[src/rtl/ltmr_pkg.sv]
package ltmr_pkg;

    typedef enum logic [1:0] {
        SEL_COUNT = 2'd0,
        SEL_LIMIT = 2'd1,
        SEL_CTRL  = 2'd2,
        SEL_NONE  = 2'd3
    } reg_sel_e;

    typedef enum logic {
        PEND_IDLE = 1'b0,
        PEND_SET  = 1'b1
    } pend_state_e;

    localparam int CTRL_IE_BIT = 0;
    localparam int CTRL_NH_BIT = 1;
    localparam int CTRL_IP_BIT = 3;
    localparam int CTRL_USED   = CTRL_IP_BIT + 1;

endpackage

[src/rtl/ltmr_counter.sv]
module ltmr_counter #(
    parameter int W = 32
) (
    input  logic         clk,
    input  logic         rst_n,
    input  logic         load,
    input  logic [W-1:0] load_val,
    input  logic         advance,
    input  logic [W-1:0] limit,
    output logic [W-1:0] count,
    output logic         hit
);

    localparam logic [W-1:0] ONE = {{(W-1){1'b0}}, 1'b1};

    // a load supersedes the advance, so no match in that cycle
    assign hit = advance && !load && (count == limit);

    always_ff @(posedge clk) begin
        if (!rst_n) begin
            count <= '0;
        end else if (load) begin
            count <= load_val;
        end else if (advance) begin
            // natural overflow at all ones gives the wrap of R9
            count <= hit ? '0 : count + ONE;
        end
    end

endmodule

[src/rtl/ltmr_cfg.sv]
module ltmr_cfg import ltmr_pkg::*; #(
    parameter int W = 32
) (
    input  logic         clk,
    input  logic         rst_n,
    input  logic         lim_we,
    input  logic         ctrl_we,
    input  logic [W-1:0] wdata,
    output logic [W-1:0] limit,
    output logic         ie,
    output logic         nh
);

    always_ff @(posedge clk) begin
        if (!rst_n) begin
            limit <= '1;
        end else if (lim_we) begin
            limit <= wdata;
        end
    end

    always_ff @(posedge clk) begin
        if (!rst_n) begin
            ie <= 1'b0;
            nh <= 1'b0;
        end else if (ctrl_we) begin
            ie <= wdata[CTRL_IE_BIT];
            nh <= wdata[CTRL_NH_BIT];
        end
    end

endmodule

[src/rtl/ltmr_pend_fsm.sv]
module ltmr_pend_fsm import ltmr_pkg::*; (
    input  logic clk,
    input  logic rst_n,
    input  logic hit,
    input  logic ack,
    input  logic ie,
    output logic pending,
    output logic irq
);

    pend_state_e state_q, state_d;

    always_ff @(posedge clk) begin
        if (!rst_n) begin
            state_q <= PEND_IDLE;
        end else begin
            state_q <= state_d;
        end
    end

    always_comb begin
        state_d = state_q;
        unique case (state_q)
            PEND_IDLE: begin
                if (hit) state_d = PEND_SET;          // RAISE
            end
            PEND_SET: begin
                if (ack && !hit) state_d = PEND_IDLE; // ACK, a match wins
            end
        endcase
    end

    always_comb begin
        pending = (state_q == PEND_SET);
        irq     = (state_q == PEND_SET) && ie;
    end

endmodule

[src/rtl/lim_timer.sv]
module lim_timer import ltmr_pkg::*; #(
    parameter int W = 32
) (
    input  logic         clk,
    input  logic         rst_n,
    input  logic         halted,
    input  logic         wr_en,
    input  logic [1:0]   wr_sel,
    input  logic [W-1:0] wr_data,
    input  logic [1:0]   rd_sel,
    output logic [W-1:0] rd_data,
    output logic         irq
);

    localparam int CTRL_PAD = W - CTRL_USED;

    logic         cnt_we, lim_we, ctrl_we;
    logic         adv;
    logic         hit;
    logic [W-1:0] count_val, limit_val;
    logic         ie_val, nh_val, ip_val;
    logic [W-1:0] ctrl_word;

    assign cnt_we  = wr_en && (reg_sel_e'(wr_sel) == SEL_COUNT);
    assign lim_we  = wr_en && (reg_sel_e'(wr_sel) == SEL_LIMIT);
    assign ctrl_we = wr_en && (reg_sel_e'(wr_sel) == SEL_CTRL);
    assign adv     = !(nh_val && halted);

    ltmr_cfg #(.W(W)) cfg_i (
        .clk     (clk),
        .rst_n   (rst_n),
        .lim_we  (lim_we),
        .ctrl_we (ctrl_we),
        .wdata   (wr_data),
        .limit   (limit_val),
        .ie      (ie_val),
        .nh      (nh_val)
    );

    ltmr_counter #(.W(W)) cnt_i (
        .clk      (clk),
        .rst_n    (rst_n),
        .load     (cnt_we),
        .load_val (wr_data),
        .advance  (adv),
        .limit    (limit_val),
        .count    (count_val),
        .hit      (hit)
    );

    ltmr_pend_fsm pend_i (
        .clk     (clk),
        .rst_n   (rst_n),
        .hit     (hit),
        .ack     (ctrl_we),
        .ie      (ie_val),
        .pending (ip_val),
        .irq     (irq)
    );

    assign ctrl_word = {{CTRL_PAD{1'b0}}, ip_val, 1'b0, nh_val, ie_val};

    always_comb begin
        unique case (reg_sel_e'(rd_sel))
            SEL_COUNT: rd_data = count_val;
            SEL_LIMIT: rd_data = limit_val;
            SEL_CTRL:  rd_data = ctrl_word;
            SEL_NONE:  rd_data = '0;
        endcase
    end

endmodule

[config.mk]
export PLATFORM = sky130hd
export DESIGN_NAME = lim_timer
export DESIGN_NICKNAME = d
export VERILOG_FILES = /design/src/rtl/ltmr_pkg.sv /design/src/rtl/ltmr_counter.sv /design/src/rtl/ltmr_cfg.sv /design/src/rtl/ltmr_pend_fsm.sv /design/src/rtl/lim_timer.sv
export SDC_FILE = /design/constraint.sdc
export NUM_CORES = 1
export LEC_CHECK = 0
export BUFFER_PORTS_ARGS = -buffer_cell sky130_fd_sc_hd__clkbuf_2
export CAP_MARGIN = 25
export CORE_MARGIN = 1
export CORE_UTILIZATION = 60
export DETAILED_ROUTE_END_ITERATION = 12
export PLACE_DENSITY = 0.84
export REMOVE_ABC_BUFFERS = 1
export SLEW_MARGIN = 20
export SYNTH_ARGS = -nofsm -noshare
export SYNTH_HDL_FRONTEND = slang
export SYNTH_SLANG_ARGS = --single-unit
[constraint.sdc]
create_clock -name clk -period 4.8 [get_ports clk]
set_clock_uncertainty 0.2 [all_clocks]
set_input_delay 0.96 -clock clk [delete_from_list [all_inputs] [get_ports clk]]
set_output_delay 0.96 -clock clk [all_outputs]
set_load 0.03 [all_outputs]
Word level (Yosys, flattened, before mapping)
Cells that the tools add are included.
{"block": "totals", "regBits": 67, "in_bits": 40, "elab_cells": 34}
{"block": "classes", "addsub": 1, "n_eq_ne": 7, "mux": 7, "bitwise": 1, "reduce_logical": 13}
{"operator": "32-bit case mux with 4 select lines", "count": 1}
{"operator": "32-bit two-way mux", "count": 3}
{"operator": "32-bit by 1-bit adder with 32-bit output, second input constant", "count": 1}
{"operator": "32-bit equality test", "count": 1}
{"operator": "1-bit logical AND", "count": 8}
{"operator": "2-bit equality test, second input constant", "count": 3}
{"operator": "2-bit by 1-bit equality test with 1-bit output, second input constant", "count": 2}
{"operator": "2-bit zero test", "count": 2}
{"operator": "1-bit zero test", "count": 3}
{"operator": "1-bit two-way mux", "count": 2}
{"operator": "2-bit by 1-bit inequality test with 1-bit output, second input constant", "count": 1}
{"operator": "1-bit case mux with 2 select lines", "count": 1}
{"operator": "1-bit NOT", "count": 1}

Longest topological paths before layout
Gate-level depths: netlist of run 1.
{"block": "depth", "ltp_word": 9, "ltp_mapped": 8, "depth_no_buf": 7}

Cells and area by module
A second synthesis of run 1 with hierarchy kept.
{"block": "unflattened", "hier_cells": 496, "area_unflattened_um2": 4279.1}
{"mod": "ltmr_counter", "n_inst": 1, "cells_per_inst": 305, "area_per_inst_um2": 2399.8, "seq_area_each_um2": 640.6}
{"mod": "ltmr_cfg", "n_inst": 1, "cells_per_inst": 110, "area_per_inst_um2": 1228.7, "seq_area_each_um2": 680.7}
{"mod": "lim_timer", "n_inst": 1, "cells_per_inst": 77, "area_per_inst_um2": 601.8, "seq_area_each_um2": 0.0}
{"mod": "ltmr_pend_fsm", "n_inst": 1, "cells_per_inst": 4, "area_per_inst_um2": 48.8, "seq_area_each_um2": 20.0}

Worst setup path after synthesis of run 1
No wires, ideal clock.
{"block": "synth_timing", "path_type": "in2out", "from": "input rd_sel[0]", "to": "output rd_data[10]", "t_arrival_ns": 2.193, "t_required_ns": 3.640, "path_slack_ns": 1.447, "stages": 4, "n_path_buf": 2, "cell_sequence": "clkbuf_1 buf_1 mux2i_1 nor2_1"}
{"block": "synth_between", "elab_chain_len": 2}
{"element": "start, declared", "line_no": "lim_timer.sv:10", "rtl": "input logic [1:0] rd_sel,"}
{"element": "2-bit equality test (tied with other cells)", "line_no": "lim_timer.sv:64", "rtl": "unique case (reg_sel_e'(rd_sel))"}
{"element": "32-bit case mux with 4 select lines (*)", "line_no": "lim_timer.sv:64"}
{"element": "end, declared", "line_no": "lim_timer.sv:11", "rtl": "output logic [W-1:0] rd_data,"}
Every way passes the cells marked *; elsewhere a longest branch is shown, timed or not.

Final worst setup path of run 1
{"block": "layout_timing", "from": "input rd_sel[0]", "to": "output rd_data[22]"}
The elaborated chain is that of the path after synthesis.

==> results.md, run 1 <==
- Reg clk slew, reported paths: 0.06 ns
- Diode count: 0
- Largest stage delay on the critical path: 0.47 ns
- Mapped Cells: 594
- Leakage power: approximately 2.2 nW
- Placed Cells: 708
- Mean Syn Cell Area: 7.33 µm²
- Compound-cell area share of the yosys netlist: 0.108
- Minimum clock period: between 3 and 4 ns
- Die ar.: 7600 µm²
- Synth warn: 0
- Place WS: 1.27 ns
- I/O pins: 73
- CTS resizes: 0
- WS Path Type: in -> out
- Post-CTS Setup Bufs: 0
- Final Slew Violations: 0
- Nets: between 600 and 700
- Synth Area in Adders: 0.00287
- Largest family of logic cells by synthesized area: simple AND/OR/NAND/NOR gates
- Vias: 4284
- Max Cap Viol: 0
- Final hold violation count: 0
- Core box area: 6910 µm²
- Setup repair after global routing missed its margin: false
- Worst path slowest cell: clkbuf_2
- Die width: roughly 87 µm
- XOR/XNOR Fraction of Synth Area: 0.0765
- Worst-skew pair later-pin latency: 0.35 ns
- DR WL/cell: 15.6 µm
- TritonCTS Buffers: 9
- Share of power burned in combinational logic: 0.170
- H-tree depth: 3
- Register area share after synthesis: 0.308
- Worst Max-Slew Pin Slew: roughly 1.0 ns
- Input/output buffers: 72
- ANT nets after route: 0
- Crit-path max FO: 19
- Synth Area in Simple Gates: 0.335
- Synth-to-layout area growth: 12.2%
- # hold bufs at CTS: 0
- Mapped Area: around 4400 µm²
- Worst Path Required: between 3 and 4 ns
- Worst-case clock buffer depth: 2
- Total Routing Usage GR: 0.306
- DRC Markers: 0
- Status: finished, final reports clean
- Sequential Power Share: 0.450
- Post-synthesis mux area share: 0.113
- Fin crit share: 0.730
- CTS tree: built
- Int Power: a little under 1 mW
- Synth Flop Type: dfxtp_1
- Global-route wire length before repair: 18100 µm
- Initial Utilization: 0.630
- Setup TNS: 0 ns
- Crit path DAT: 2.34 ns
- 1st-iter DRT viols: about 350
- Chip height: 87.2 µm
- Fmax: 286 MHz
- CP Cell Sequence: clkbuf_2, buf_4, mux2i_1, nor2_1, clkbuf_2
- Yosys reg bits: 67
- Final setup fails: 0
- Vias/cell: 5.91
- Initial antenna violation count: 0
- Vias in the first global route: 3776
- RD Place Congestion: 0.862
- PD cells: 284 nW/µm²
- First-pass iteration count of the detailed router: 6
- Post-synth cell types: 47
- Max_slew headroom: 0.300
- Crit path top cell by count: clkbuf_2
- Worst hold path type: reg -> reg
- Final Total Pwr: 1.39 mW
- Worst IR Drop VDD: about 0.21 mV
- Global route total overflow: 0
- Final worst setup slack: 1.30 ns
- Clk sinks: 67
- Switching share of power: 0.293
- Drt total wl: about 11000 µm
- Pin count of the biggest net entering global routing: 62
- Std cell rows: 30
- EDFF count, synth: 0
- Root buffer cell: clkbuf_8
- Crit. End Element: primary output
- Hpwl dp: 7440 µm
- Asr flop ratio synth: 0
- Ratio of cells with drive above 1 in the final layout: 0.169
- Post-Layout Cell Count: 725
- Switch Pwr: 0.407 mW
- Worst setup SP type: primary input
- Clock group share of total power: 0.380
==> cells in the mapped netlist, types with 5 or more instances <==
cell type / number / area, µm²
a21oi_1: 37 / 185
and2_1: 24 / 150
and3_1: 15 / 93.8
buf_2: 11 / 55.1
clkbuf_1: 42 / 158
dfxtp_1: 67 / 1340
mux2i_1: 48 / 480
nand2_1: 89 / 334
nand3_1: 43 / 215
nand4_1: 13 / 81.3
nor2_1: 67 / 251
nor3_1: 6 / 30.0
nor4_1: 15 / 93.8
o21a_1: 9 / 67.6
o21ai_0: 25 / 125
o22ai_1: 5 / 31.3
xor2_1: 37 / 324
==> placed cells by master (no fill, tap or decap), types with 2 or more instances in the layout <==
| master | netlist | routed |
|---|---|---|
| nand2_1 | 89 | 89 |
| clkbuf_2 | 1 | 72 |
| dfxtp_1 | 67 | 67 |
| nor2_1 | 67 | 66 |
| mux2i_1 | 48 | 48 |
| nand3_1 | 43 | 43 |
| xor2_1 | 37 | 37 |
| a21oi_1 | 37 | 37 |
| o21ai_0 | 25 | 25 |
| and2_1 | 24 | 23 |
| nor4_1 | 15 | 15 |
| and3_1 | 15 | 15 |
| nand4_1 | 13 | 13 |
| clkbuf_8 | 0 | 10 |
| o21a_1 | 9 | 9 |
| nor3_1 | 6 | 6 |
| o22ai_1 | 5 | 5 |
| buf_4 | 1 | 5 |
| nor2b_1 | 3 | 3 |
| or4_1 | 3 | 3 |
| and4_1 | 2 | 2 |
| nand3_4 | 2 | 2 |
| nand3b_1 | 2 | 2 |
| o211ai_1 | 2 | 2 |
| clkbuf_1 | 42 | 2 |
| bufinv_16 | 0 | 2 |
==> worst paths after layout <==
path / startpoint / endpoint / slack [ns] / cells after the start
setup reg to reg: cnt_i.count[13] / cnt_i.count[16] / 1.86 / 6
hold / removal: cfg_i.limit[15] / cfg_i.limit[15] / 0.29 / 2
setup / recovery: rd_sel[0] / rd_data[22] / 1.30 / 5
hold reg to reg: cfg_i.limit[15] / cfg_i.limit[15] / 0.29 / 2
==> state kept, by name (all words and copies together), names as in the netlist <==
signal / cells
cfg_i.nh: 1
cfg_i.ie: 1
cnt_i.count: 32
pend_i.pending: 1
cfg_i.limit: 32
==> through the flow <==
| step | utilization | instance area, µm² | hold slack, ns |
|---|---|---|---|
| 5_1_grt | 0.707 | 4880 | 0.324 |
| 3_3_place_gp | 0.672 | 4640 | 0.278 |
| 4_1_cts | 0.704 | 4860 | 0.296 |
| 6_report | 0.707 | 4880 | 0.294 |
| 3_5_place_dp | 0.672 | 4640 | 0.287 |
| 2_1_floorplan | - | 4110 | 0.262 |
==> layer usage <==
| metal | part of all wire | track usage |
|---|---|---|
| met3 | 0.068 | 0.0436 |
| met2 | 0.47 | 0.492 |
| met4 | 0.021 | 0.136 |
| met5 | 0 | 0 |
| met1 | 0.44 | 0.409 |
==> power groups by stage <==
stage / registers, mW / clock network, mW / logic [mW]
floorplan: 0.626 / 0 / 0.150
global placement: 0.633 / 0 / 0.226
detailed placement: 0.635 / 0 / 0.234
CTS: 0.622 / 0.533 / 0.235
global route: 0.628 / 0.555 / 0.258
finish: 0.624 / 0.527 / 0.236
==> cells by family (layout without fill, tap and decap cells) <==
kind of cell             after synthesis  after routing
multiplexers                          49             49
AO/OA/AOI/OAI                         84             84
flip-flops                            67             67
buffers and inverters                 60             95
adder cells (fa/ha/maj)                1              1
AND/OR/NAND/NOR                      295            295
XOR/XNOR                              38             38
==> final cells by class <==
cell class | instances | area [µm²]
clock buffer | 12 | 145
clock inverter | 4 | 73.8
fill | 606 | 2020
inverter | 1 | 3.75
multi-input combinational | 467 | 2780
sequential | 67 | 1340
tap | 96 | 120
timing repair buffer | 78 | 418
==> worst max-delay path: cells and delay by family <==
family,cells,cell delay (ns)
mux,1,0.25
simple gates,1,0.05
buf+inv,3,1.07
No activity file was read; power rests on OpenSTA's default activity.
==> inputs of run 2 (changes only) <==
CORE_UTILIZATION = 57   (was 60)
PLACE_DENSITY = 0.81   (was 0.84)
clock period = 3.3 ns   (was 4.8 ns; I/O delays follow)
==> results.md, run 2 (same netlist as run 1, synthesis figures left out) <==
- Status: finished, final reports clean
- TritonCTS Buffers: 9
- Vias: between 4000 and 5000
- H-tree depth: 3
- Hold slack: 0.295 ns
- Final setup fails: 0
- Commonest non-fill, non-tap cell in the layout: nand2_1
- DRC Markers: 0
- Vias in the first global route: 3770
- Fmax: 366 MHz
- Global-route wire length before repair: 17900 µm
- Finished layout cell area: 4880 µm²
- Worst-case clock buffer depth: 2
- ANT nets after route: 0
- Crit. End Element: flop
- Worst Max-Slew Pin Slew: between 1 and 1.5 ns
- Global route total overflow: 0
- Vias/cell: 5.86
- Input/output buffers: 72
- Diode count: 0
- Total Routing Usage GR: 0.292
- Final Slew Violations: 0
- Nets: 673
- I/O pins: 73
- Post-CTS Setup Bufs: 0
- WS Path Type: reg -> reg
- RD Place Congestion: 0.885
- Leakage power: approximately 2.2 nW
- Core box area: 7330 µm²
- Fin crit share: 0.827
- Setup TNS: 0 ns
- Synth-to-layout area growth: 12.0%
- Setup repair after global routing missed its margin: false
- Met2 Usage GRT: 0.466
- Clk sinks: 67
- Final Total Pwr: ~1.8 mW
- Worst IR Drop VDD: 0.253 mV
- # hold bufs at CTS: 0
- Crit-path max FO: 7
- 1st-iter DRT viols: 325
- First-pass iteration count of the detailed router: 5
- CTS tree: built
- Utilization after layout: 0.665
- Std cell rows: 31
- Worst setup SP type: flop
- DR WL/cell: approximately 15 µm
- Hpwl dp: 7850 µm
- Drt total wl: 11300 µm
- Chip height: 89.4 µm
- Max_slew headroom: 0.310
- Worst Path Required: 3.34 ns
- Worst-skew pair later-pin latency: 0.34 ns
- PD cells: 375 nW/µm²
- Max Cap Viol: 0
- Root buffer cell: clkbuf_8
- Pin count of the biggest net entering global routing: 62
- DP Area: 4720 µm²
- Minimum clock period: 2.73 ns
- Initial antenna violation count: 0
- Initial Utilization: 0.594
- Final hold violation count: 0
- Ratio of cells with drive above 1 in the final layout: 0.174
- Met3 Use GR: 0.0397
- GRT busiest layer: met2
- Fillers: 638
- Most frequent cells in the layout: nand2_1 (89), clkbuf_2 (72), dfxtp_1 (67), nor2_1 (66), mux2i_1 (48)
- Crit path DAT: 2.77 ns
- Worst hold path type: reg -> reg
- Die width: roughly 89 µm
- Global Route met1 Usage: 0.385
- Largest regs: cfg_i.limit: 32 flops, cnt_i.count: 32 flops
- CTS resizes: 0
- Die ar.: approximately 8000 µm²
- Reg clk slew, reported paths: 0.07 ns
-- run 2: final cells by class --
type | instances | area, µm² | area share
Timing Repair Buffer | 86 | 478 | 0.0980
Multi-Input combinational cell | 467 | 2780 | 0.569
Tap cell | 99 | 124 | 0.0254
Clock buffer | 13 | 139 | 0.0285
Sequential cell | 67 | 1340 | 0.275
Inverter | 1 | 3.75 | 0.000770
Clock inverter | 3 | 15.0 | 0.00308
-- run 2: final timing paths --
| kind | to | slack, ns | depth (start not counted) | startpoint |
|---|---|---|---|---|
| worst min-delay path | cfg_i.limit[11] | 0.30 | 2 | cfg_i.limit[11] |
| worst min register to register | cfg_i.limit[11] | 0.30 | 2 | cfg_i.limit[11] |
| worst max register to register | cnt_i.count[28] | 0.57 | 7 | cnt_i.count[5] |
| worst max-delay path | cnt_i.count[28] | 0.57 | 7 | cnt_i.count[5] |
-- run 2: report_power, final --
part | leakage [nW] | internal, mW | switching [mW]
logic | 1.59 | 0.135 | 0.215
clock network | 0.0812 | 0.270 | 0.304
registers | 0.549 | 0.849 | 0.0580
-- run 2: worst max-delay path: stages, from the launching register on --
cell and delay [ns]:
dfxtp_1 0.51, xor2_1 0.12, nor4_1 0.60, nand4_1 0.30, nor2_1 0.37, buf_4 0.24
nor4_1 0.07, o21a_1 0.22
-- run 2: metrics by stage --
stage,cells,setup slack (ns)
global route,736,0.515
finish,736,0.570
CTS,736,0.697
global placement,720,0.716
floorplan,535,-0.142
detailed placement,720,0.660
-- run 2: per-layer routing --
layer | routed length, µm | vias up
met2 | 5300 | 170
met5 | 0 | -
met3 | 606 | 27
met4 | 313 | 0
met1 | 5120 | 2006
li1 | - | 2112
==> inputs of run 3 (changes only) <==
ABC_AREA = 1   (was default)
CORE_UTILIZATION = 52   (was 57)
PLACE_DENSITY = 0.77   (was 0.81)
clock period = 2.2 ns   (was 3.3 ns; I/O delays follow)
==> results.md, run 3 <==
- Status: finished, final reports clean
- Crit-path max FO: 11
- Vias in the first global route: between 4000 and 5000
- Commonest non-fill, non-tap cell in the layout: nand2_1
- Die width: 95.2 µm
- H-tree depth: 3
- Register area share after synthesis: 0.297
- Pin count of the biggest net entering global routing: 34
- Utilization after layout: 0.635
- Final Total Pwr: 3.01 mW
- CP Cell Sequence: clkbuf_2, inv_1, nor2_1, buf_4, nand2_1, o21ai_0, clkbuf_2
- Leakage power: 2.31 nW
- Mean Syn Cell Area: about 6.2 µm²
- Die ar.: roughly 9000 µm²
- Fillers: ~770
- Register area: roughly 1300 µm²
- PD cells: between 500 and 600 nW/µm²
- Worst-skew pair later-pin latency: 0.36 ns
- Clk sinks: 67
- Synth Flop Type: dfxtp_1
- Drt total wl: 12300 µm
- Initial antenna violation count: 0
- Mapped Area: around 4500 µm²
- Ratio of cells with drive above 1 in the final layout: 0.167
- Largest regs: cfg_i.limit: 32 flops, cnt_i.count: 32 flops
- Hpwl dp: just over 9000 µm
- Diode count: 0
- Top post-synthesis cells by area: dfxtp_1 (30%), nand2_1 (18%), inv_1 (9.1%), nand3_1 (6.9%), o21ai_0 (4.8%)
- First-pass iteration count of the detailed router: 5
- Fin crit share: 0.933
- CTS tree: built
- Final hold violation count: 0
- Global route total overflow: 0
- CTS resizes: 0
- Vias: 4794
- Post-Layout Cell Count: 914
- Chip height: 95.2 µm
- # hold bufs at CTS: 0
- WS Path Type: in -> out
- Input/output buffers: about 70
- Initial Utilization: 0.544
- Worst-case clock buffer depth: 2
- Final setup fails: 0
- Max_slew headroom: 0.626
- Crit path buffers/inverters: 4
- Post-synth top cells: nand2_1 (214), inv_1 (110), dfxtp_1 (67), nand3_1 (62), nor2_1 (47)
- Global-route wire length before repair: 20800 µm
- Synth-to-layout area growth: 16.8%
- Crit path top cell by count: clkbuf_2
- EDFF count, synth: 0
- Asr flop ratio synth: 0
- Nets: 845
- Worst setup SP type: primary input
- Core box area: 8300 µm²
- Synth top area share: 0.297
- Minimum clock period: 2.05 ns
- Synth warn: 0
- ANT nets after route: 0
- Worst hold path type: in -> reg
- 1st-iter DRT viols: 246
- Std cell rows: 33
- Vias/cell: 5.25
- CP delay by family, top: buffers and inverters
- RD Place Congestion: just over 0.9
- Placed Cells: 898
- Root buffer cell: clkbuf_8
- Fmax: around 490 MHz
- Worst path slowest cell: buf_4
- Yosys reg bits: 67
- Total Routing Usage GR: 0.293
- DR WL/cell: between 10 and 15 µm
- I/O pins: 73
- Mapped Cells: 733
- Post-synth cell types: 31
- Most frequent cells in the layout: nand2_1 (214), inv_1 (110), clkbuf_2 (72), dfxtp_1 (67), nand3_1 (62)
- Area occupied by multi-input gates: around 2600 µm²
- Final Slew Violations: 0
- Worst Path Required: around 1.6 ns
- TritonCTS Buffers: 9
- DRC Markers: 0
- Reg clk slew, reported paths: approximately 0.09 ns
- Area leader, netlist: dfxtp_1
- Max Cap Viol: 0
- Crit. End Element: primary output
- Worst Max-Slew Pin Slew: 0.560 ns
- Worst IR Drop VDD: 0.303 mV
- Cell with the most instances after synthesis: nand2_1
- Post-CTS Setup Bufs: 0
- Crit path DAT: 1.41 ns
- Setup repair after global routing missed its margin: false
- Largest stage delay on the critical path: 0.26 ns
==> run 3: changes by cell type after synthesis, moves of 16 or more <==
cell      previous run  this run
o211ai_1             2        24
mux2i_1             48         0
clkbuf_1            42        20
o21ai_0             25        43
o22ai_1              5        21
xor2_1              37        14
nor2_1              67        47
xnor2_1              1        22
inv_1                1       110
nand2_1             89       214
nand3_1             43        62
and2_1              24         0
==> run 3: final cells by class <==
| class | instances | area share |
|---|---|---|
| clock buffer | 10 | 0.0242 |
| tap | 105 | 0.0249 |
| inverter | 121 | 0.0861 |
| multi-input combinational | 512 | 0.488 |
| sequential | 67 | 0.254 |
| clock inverter | 6 | 0.0171 |
| timing repair buffer | 93 | 0.105 |
==> run 3: per-layer routing <==
metal	part of all wire	GRT usage	up-vias
li1	-	-	2459
met1	0.46	0.373	2182
met2	0.48	0.498	135
met3	0.048	0.0431	18
met4	0.016	0.109	0
met5	0	0	-
==> run 3: cells by family (layout without fill, tap and decap cells) <==
logic type	after synthesis	in the layout	share of synthesized area
buffers and inverters	154	230	0.136
and+or+nand+nor	348	348	0.331
adders and majority gates	1	1	0.00277
DFF	67	67	0.297
xor gates and xnor gates	36	36	0.0698
AOI/OAI and AO/OA	127	127	0.163
==> run 3: through the flow <==
step / setup TNS, ns / hold slack [ns] / area (µm²) / setup WS [ns]
5_1_grt: 0 / 0.119 / 5270 / 0.0486
4_1_cts: 0 / 0.104 / 5270 / 0.172
3_5_place_dp: 0 / 0.259 / 5060 / 0.174
6_report: 0 / 0.108 / 5270 / 0.146
2_1_floorplan: -38.24 / 0.237 / 4350 / -0.875
3_3_place_gp: 0 / 0.255 / 5060 / 0.201
==> run 3: final timing paths <==
path	end	cells past startpoint	slack [ns]	start
min reg2reg	cfg_i.nh	2	0.27	cfg_i.nh
min	cfg_i.limit[27]	3	0.11	wr_data[27]
max	rd_data[14]	7	0.15	rd_sel[0]
max reg2reg	cnt_i.count[23]	10	0.26	cnt_i.count[10]
==> run 3: report_power, final <==
part	internal, mW	switching (mW)
Clock	0.641	0.522
Combinational	0.185	0.336
Sequential	1.27	0.0545
Total	2.10	0.912
==> run 3: worst min-delay path: stages <==
cell	delay, ns
clkbuf_2	0.09
nand2_1	0.05
nand3_1	0.06
